File: src/rtl/net_resolver_pkg.sv
// Package: shared types for the shared-net strength resolver.
// Assumes the state encoding below is fixed; neighbours decode it.
package net_resolver_pkg;

    typedef enum logic [1:0] {
        NET_LO = 2'b00,
        NET_HI = 2'b01,
        NET_Z  = 2'b10,
        NET_X  = 2'b11
    } net_state_e;

endpackage

File: src/rtl/drv_strength_sel.sv
// Module: drv_strength_sel
// Picks the effective strength of one driver from its enable, its level
// and its two level-dependent strengths. Assumes nothing about ordering
// of the two strengths; an idle driver always yields 0.
module drv_strength_sel #(
    parameter int STR_W = 6
) (
    input  logic             active,
    input  logic             level,
    input  logic [STR_W-1:0] str_hi,
    input  logic [STR_W-1:0] str_lo,
    output logic [STR_W-1:0] eff_str
);

    // Select the strength matching the driven level, or zero when idle.
    always_comb begin
        if (!active)
            eff_str = '0;
        else if (level)
            eff_str = str_hi;
        else
            eff_str = str_lo;
    end

endmodule

File: src/rtl/strength_max_tree.sv
// Module: strength_max_tree
// Finds the highest of N_IN unsigned strengths with a balanced pairwise
// tree. Assumes N_IN >= 1; unused tree leaves are padded with zero.
module strength_max_tree #(
    parameter int N_IN  = 8,
    parameter int STR_W = 6
) (
    input  logic [N_IN-1:0][STR_W-1:0] strs,
    output logic [STR_W-1:0]           max_str
);

    localparam int LEVELS = (N_IN > 1) ? $clog2(N_IN) : 1;
    localparam int LEAVES = 1 << LEVELS;

    logic [LEVELS:0][LEAVES-1:0][STR_W-1:0] node;

    // Load the leaves, padding unused ones with strength zero.
    always_comb begin
        node[0] = '0;
        for (int i = 0; i < N_IN; i++)
            node[0][i] = strs[i];
    end

    genvar lv, k;
    generate
        for (lv = 0; lv < LEVELS; lv++) begin : g_level
            for (k = 0; k < (LEAVES >> (lv + 1)); k++) begin : g_pair
                // Keep the larger of each pair at this level.
                always_comb begin
                    node[lv+1][k] = (node[lv][2*k] >= node[lv][2*k+1])
                                  ? node[lv][2*k] : node[lv][2*k+1];
                end
            end
            for (k = (LEAVES >> (lv + 1)); k < LEAVES; k++) begin : g_pad
                // Unused upper slots of this level stay zero.
                always_comb node[lv+1][k] = '0;
            end
        end
    endgenerate

    assign max_str = node[LEVELS][0];

endmodule

File: src/rtl/contender_vote.sv
// Module: contender_vote
// Marks every driver of nonzero strength that sits at the maximum or less
// than the margin below it, and reports which levels those contenders drive.
// Assumes every strength is at most max_str.
module contender_vote #(
    parameter int N_IN  = 8,
    parameter int STR_W = 6
) (
    input  logic [N_IN-1:0][STR_W-1:0] strs,
    input  logic [N_IN-1:0]            levels,
    input  logic [STR_W-1:0]           max_str,
    input  logic [STR_W-1:0]           margin,
    output logic                       any_hi,
    output logic                       any_lo
);

    logic [N_IN-1:0] contend;

    genvar i;
    generate
        for (i = 0; i < N_IN; i++) begin : g_drv
            logic [STR_W-1:0] gap;
            // Distance below the maximum and contender decision for one driver.
            always_comb begin
                gap        = max_str - strs[i];
                contend[i] = (strs[i] != '0) && ((gap == '0) || (gap < margin));
            end
        end
    endgenerate

    // Gather the levels driven by the contenders.
    always_comb begin
        any_hi = |(contend & levels);
        any_lo = |(contend & ~levels);
    end

endmodule

File: src/rtl/net_resolver.sv
// Module: net_resolver (top)
// Resolves one shared net from N_DRV drivers with level-dependent strengths
// and a programmable overdrive margin. Output is registered when REG_OUT=1,
// combinational otherwise. Assumes drv_str_* pack driver i at [i*STR_W +: STR_W].
module net_resolver
    import net_resolver_pkg::*;
#(
    parameter int N_DRV   = 8,
    parameter int STR_W   = 6,
    parameter bit REG_OUT = 1'b1
) (
    input  logic                   clk,
    input  logic                   rst_n,
    input  logic [N_DRV-1:0]       drv_active,
    input  logic [N_DRV-1:0]       drv_level,
    input  logic [N_DRV*STR_W-1:0] drv_str_hi,
    input  logic [N_DRV*STR_W-1:0] drv_str_lo,
    input  logic [STR_W-1:0]       margin,
    output logic [1:0]             net_state,
    output logic [STR_W-1:0]       net_strength
);

    logic [N_DRV-1:0][STR_W-1:0] eff;
    logic [STR_W-1:0]            max_str;
    logic                        any_hi;
    logic                        any_lo;
    net_state_e                  state_c;

    genvar d;
    generate
        for (d = 0; d < N_DRV; d++) begin : g_sel
            drv_strength_sel #(.STR_W(STR_W)) u_sel (
                .active  (drv_active[d]),
                .level   (drv_level[d]),
                .str_hi  (drv_str_hi[d*STR_W +: STR_W]),
                .str_lo  (drv_str_lo[d*STR_W +: STR_W]),
                .eff_str (eff[d])
            );
        end
    endgenerate

    strength_max_tree #(.N_IN(N_DRV), .STR_W(STR_W)) u_max (
        .strs    (eff),
        .max_str (max_str)
    );

    contender_vote #(.N_IN(N_DRV), .STR_W(STR_W)) u_vote (
        .strs    (eff),
        .levels  (drv_level),
        .max_str (max_str),
        .margin  (margin),
        .any_hi  (any_hi),
        .any_lo  (any_lo)
    );

    // Turn the contender vote into the four-valued net state.
    always_comb begin
        if (max_str == '0)
            state_c = NET_Z;
        else if (any_hi && any_lo)
            state_c = NET_X;
        else if (any_hi)
            state_c = NET_HI;
        else
            state_c = NET_LO;
    end

    generate
        if (REG_OUT) begin : g_reg
            // Register the resolved state and strength; reset to Z, strength 0.
            always_ff @(posedge clk) begin
                if (!rst_n) begin
                    net_state    <= NET_Z;
                    net_strength <= '0;
                end else begin
                    net_state    <= state_c;
                    net_strength <= max_str;
                end
            end
        end else begin : g_comb
            // Pass the resolved values straight through.
            always_comb begin
                net_state    = state_c;
                net_strength = max_str;
            end
        end
    endgenerate

endmodule

File: config.mk
export PLATFORM = sky130hd
export DESIGN_NAME = net_resolver
export DESIGN_NICKNAME = d
export VERILOG_FILES = /design/src/rtl/net_resolver_pkg.sv /design/src/rtl/drv_strength_sel.sv /design/src/rtl/strength_max_tree.sv /design/src/rtl/contender_vote.sv /design/src/rtl/net_resolver.sv
export SDC_FILE = /design/constraint.sdc
export NUM_CORES = 1
export LEC_CHECK = 0
export CAP_MARGIN = 30
export CORE_ASPECT_RATIO = 0.9
export CORE_UTILIZATION = 53
export CTS_BUF_LIST = sky130_fd_sc_hd__clkbuf_2 sky130_fd_sc_hd__clkbuf_4 sky130_fd_sc_hd__clkbuf_8
export DETAILED_ROUTE_END_ITERATION = 8
export PLACE_DENSITY = 0.85
export SLEW_MARGIN = 20
export SYNTH_ARGS = -nofsm -noshare
export SYNTH_HDL_FRONTEND = slang
export SYNTH_SLANG_ARGS = --single-unit
File: constraint.sdc
create_clock -name clk -period 12.9 [get_ports clk]
set_input_delay 2.58 -clock clk [delete_from_list [all_inputs] [get_ports clk]]
set_output_delay 2.58 -clock clk [all_outputs]
set_load 0.01 [all_outputs]
==> metrics <==
grt ovf=0; Net Count, Synth=approximately 960; drt wl/cell=between 15 and 20 um; max incr delay on CP=roughly 0.85 ns; DR vias=~5900; leakage=3.30 nW; CTS tree=yes; clock-pin slew on the worst setup and hold paths=about 0.040 ns; Main synth FF type=dfxtp_1; Initial DRT Pass Iterations=5; Mapped Avg Cell Area=just under 8 um^2; Buffers on Ports=roughly 130; startpoint of the worst hold path=rst_n; TNS Setup=0 ns; RSZ-0062 raised after global routing=false; DR iter-0 viols=317; synth top area cells=ha_1 28%, mux2_2 9.6%, nand2_1 5.3%, inv_1 5.1%, a21oi_1 4.7%; Synth area leader=ha_1; worst setup margin=around 1.0 ns; Layout area overhead=26.2%; Tcrit/Tclk final=91.9%; Worst Tran Pin Value=0.755 ns; Rows=34; Crit path max-delay family=compound AO/OA/AOI/OAI gates; Hold Path Sink=net_strength[1]; Clock Tree Root=clkbuf_8; gr usage total=a little under a third; WP data required=around 13 ns; Post CTS Setup Buffer Count=0; Place WS=around 1.1 ns; H-tree lvl count=1; worst path bufs/invs=4; Unique masters post-synth=65; Cell Count, Final, Fillers Out=960; Die Area=10800 um^2; FF+latch area=around 160 um^2; Crit-path slowest cell=clkdlybuf4s50_1; most common cell after layout, fill and taps aside=clkdlybuf4s50_1; Routed WL=about 16 mm; placed insts=between 900 and 1000; Cell Pwr Density=262 nW/um^2; Yosys warning total=0; Achievable Freq=84.3 MHz; Starting Density=between 50% and 60%; chip width=109 um; Max-cap violations=0; commonest non-fill, non-tap cells in the layout=127 x clkdlybuf4s50_1, 121 x ha_1, 77 x nand2_1; multi-input logic area=4980 um^2; Worst Path Arrival=between 10 and 15 ns; Synth top area share=between 20% and 30%; # clock sinks=8; global-route wire length before repair=about 27 mm; Mapped Cells=712; FF+latch count, synth=8; vias per inst=~6.1; routability cong.=1.08; Crit Path Category=in -> reg; worst hold slack=between 3 and 4 ns; initial antenna violation count=0; Post-synth EDFFs=0; fraction of registers with async set/reset=0%; Final Power=around 1.8 mW; # setup viols final=0; CTS buffer count=3; status=finished clean; Post-CTS Hold Fix Bufs=0; antenna cells=0; Placeable Area=about 9900 um^2; largest net degree at the start of global routing=16; Slew Viols, Final=0; worst-path maximum fanout=12; Post-DRT Antenna Nets=0; Fill cells=830; Hold Crit Class=in -> reg; crit path launch=drv_level[6]; post-cts gate resize count=0; HPWL after DPL=13.8 mm; nets=~1100; CP startpoint kind=input port; Hold Path Depth=2; DIE HEIGHT=just under 100 um; clock buffer depth=2; Mapped Area=approximately 5500 um^2; max_slew headroom=between 40% and 50%; vias in the first global route=between 5000 and 6000; Hold Fails Final Rpt=0; CP endpoint kind=flip-flop; Residual DRC=0; Max rail drop VDD=0.000180 V; io pins=128; fin crit period=11.86 ns; post-synthesis sequential area ratio=~2.9%; layout cells sized above 1=~8.5%
==> per-stage QoR <==
stage	instance area, um^2	util (%)
2_1_floorplan	5490	-
3_3_place_gp	6880	69.7
3_5_place_dp	6880	69.7
4_1_cts	6920	70.1
5_1_grt	6920	70.1
6_report	6920	70.1
==> synthesized netlist by cell type, types with 4 or more instances <==
| library cell | instances |
|---|---|
| ha_1 | 121 |
| nand2_1 | 77 |
| inv_1 | 75 |
| a21oi_1 | 51 |
| mux2_2 | 47 |
| nor2_1 | 31 |
| a21o_1 | 28 |
| xnor2_1 | 27 |
| o21ai_0 | 25 |
| o21a_1 | 22 |
| nor3_1 | 19 |
| mux2i_1 | 16 |
| nand3_1 | 14 |
| nand2b_1 | 13 |
| xor2_1 | 11 |
| nand4_1 | 10 |
| nor2b_1 | 10 |
| a21boi_0 | 8 |
| dfxtp_1 | 8 |
| fa_1 | 8 |
| and2_1 | 6 |
| buf_1 | 6 |
| nor4_1 | 6 |
| a31oi_1 | 5 |
| or3_1 | 5 |
| o21ai_1 | 4 |
==> final cells by class <==
class,instances,area share (%)
clock buffers,3,0.596
flip-flops and latches,8,2.31
multi-input cells,617,72.0
well taps,126,2.28
inverters,75,4.07
repair buffers,131,18.8
==> sequential cells by signal, indices dropped and copies added, names as in the netlist <==
signal and flops:
net_strength 6, net_state 2
==> cell families (layout without fill, tap and decap cells) <==
family | count (synthesis) | after routing | synth area share [%]
simple gates | 206 | 206 | 18.4
xor+xnor | 40 | 40 | 6.66
flops | 8 | 8 | 2.92
compound gates | 175 | 175 | 21.6
buf+inv | 87 | 209 | 6.25
fa+ha+maj | 129 | 129 | 30.5
mux | 67 | 67 | 13.6
==> worst max-delay path by stage <==
stage                   end  slack [ns]  cells past startpoint
2_1_floorplan  net_state[1]        2.62                     41
3_3_place_gp   net_state[1]        1.55                     40
3_5_place_dp   net_state[1]        1.05                     41
4_1_cts        net_state[1]        1.27                     41
5_1_grt        net_state[1]        0.57                     41
6_report       net_state[1]        1.04                     41
==> routing by layer <==
metal / up-vias / track usage (%) / part of all wire [%]
li1: 2822 / - / -
met1: 2721 / 38.2 / 41
met2: 285 / 53.8 / 48
met3: 47 / 3.97 / 9.4
met4: 0 / 7.38 / 2.2
met5: - / 0 / 0
==> power by group <==
group,total (mW),internal [mW],switching [mW],leakage [nW]
Combinational,1.74,0.800,0.941,3.21
Sequential,0.0393,0.0356,0.00369,0.0661
Clock,0.0316,0.0203,0.0112,0.0216
No activity file was read; power rests on OpenSTA's default activity.
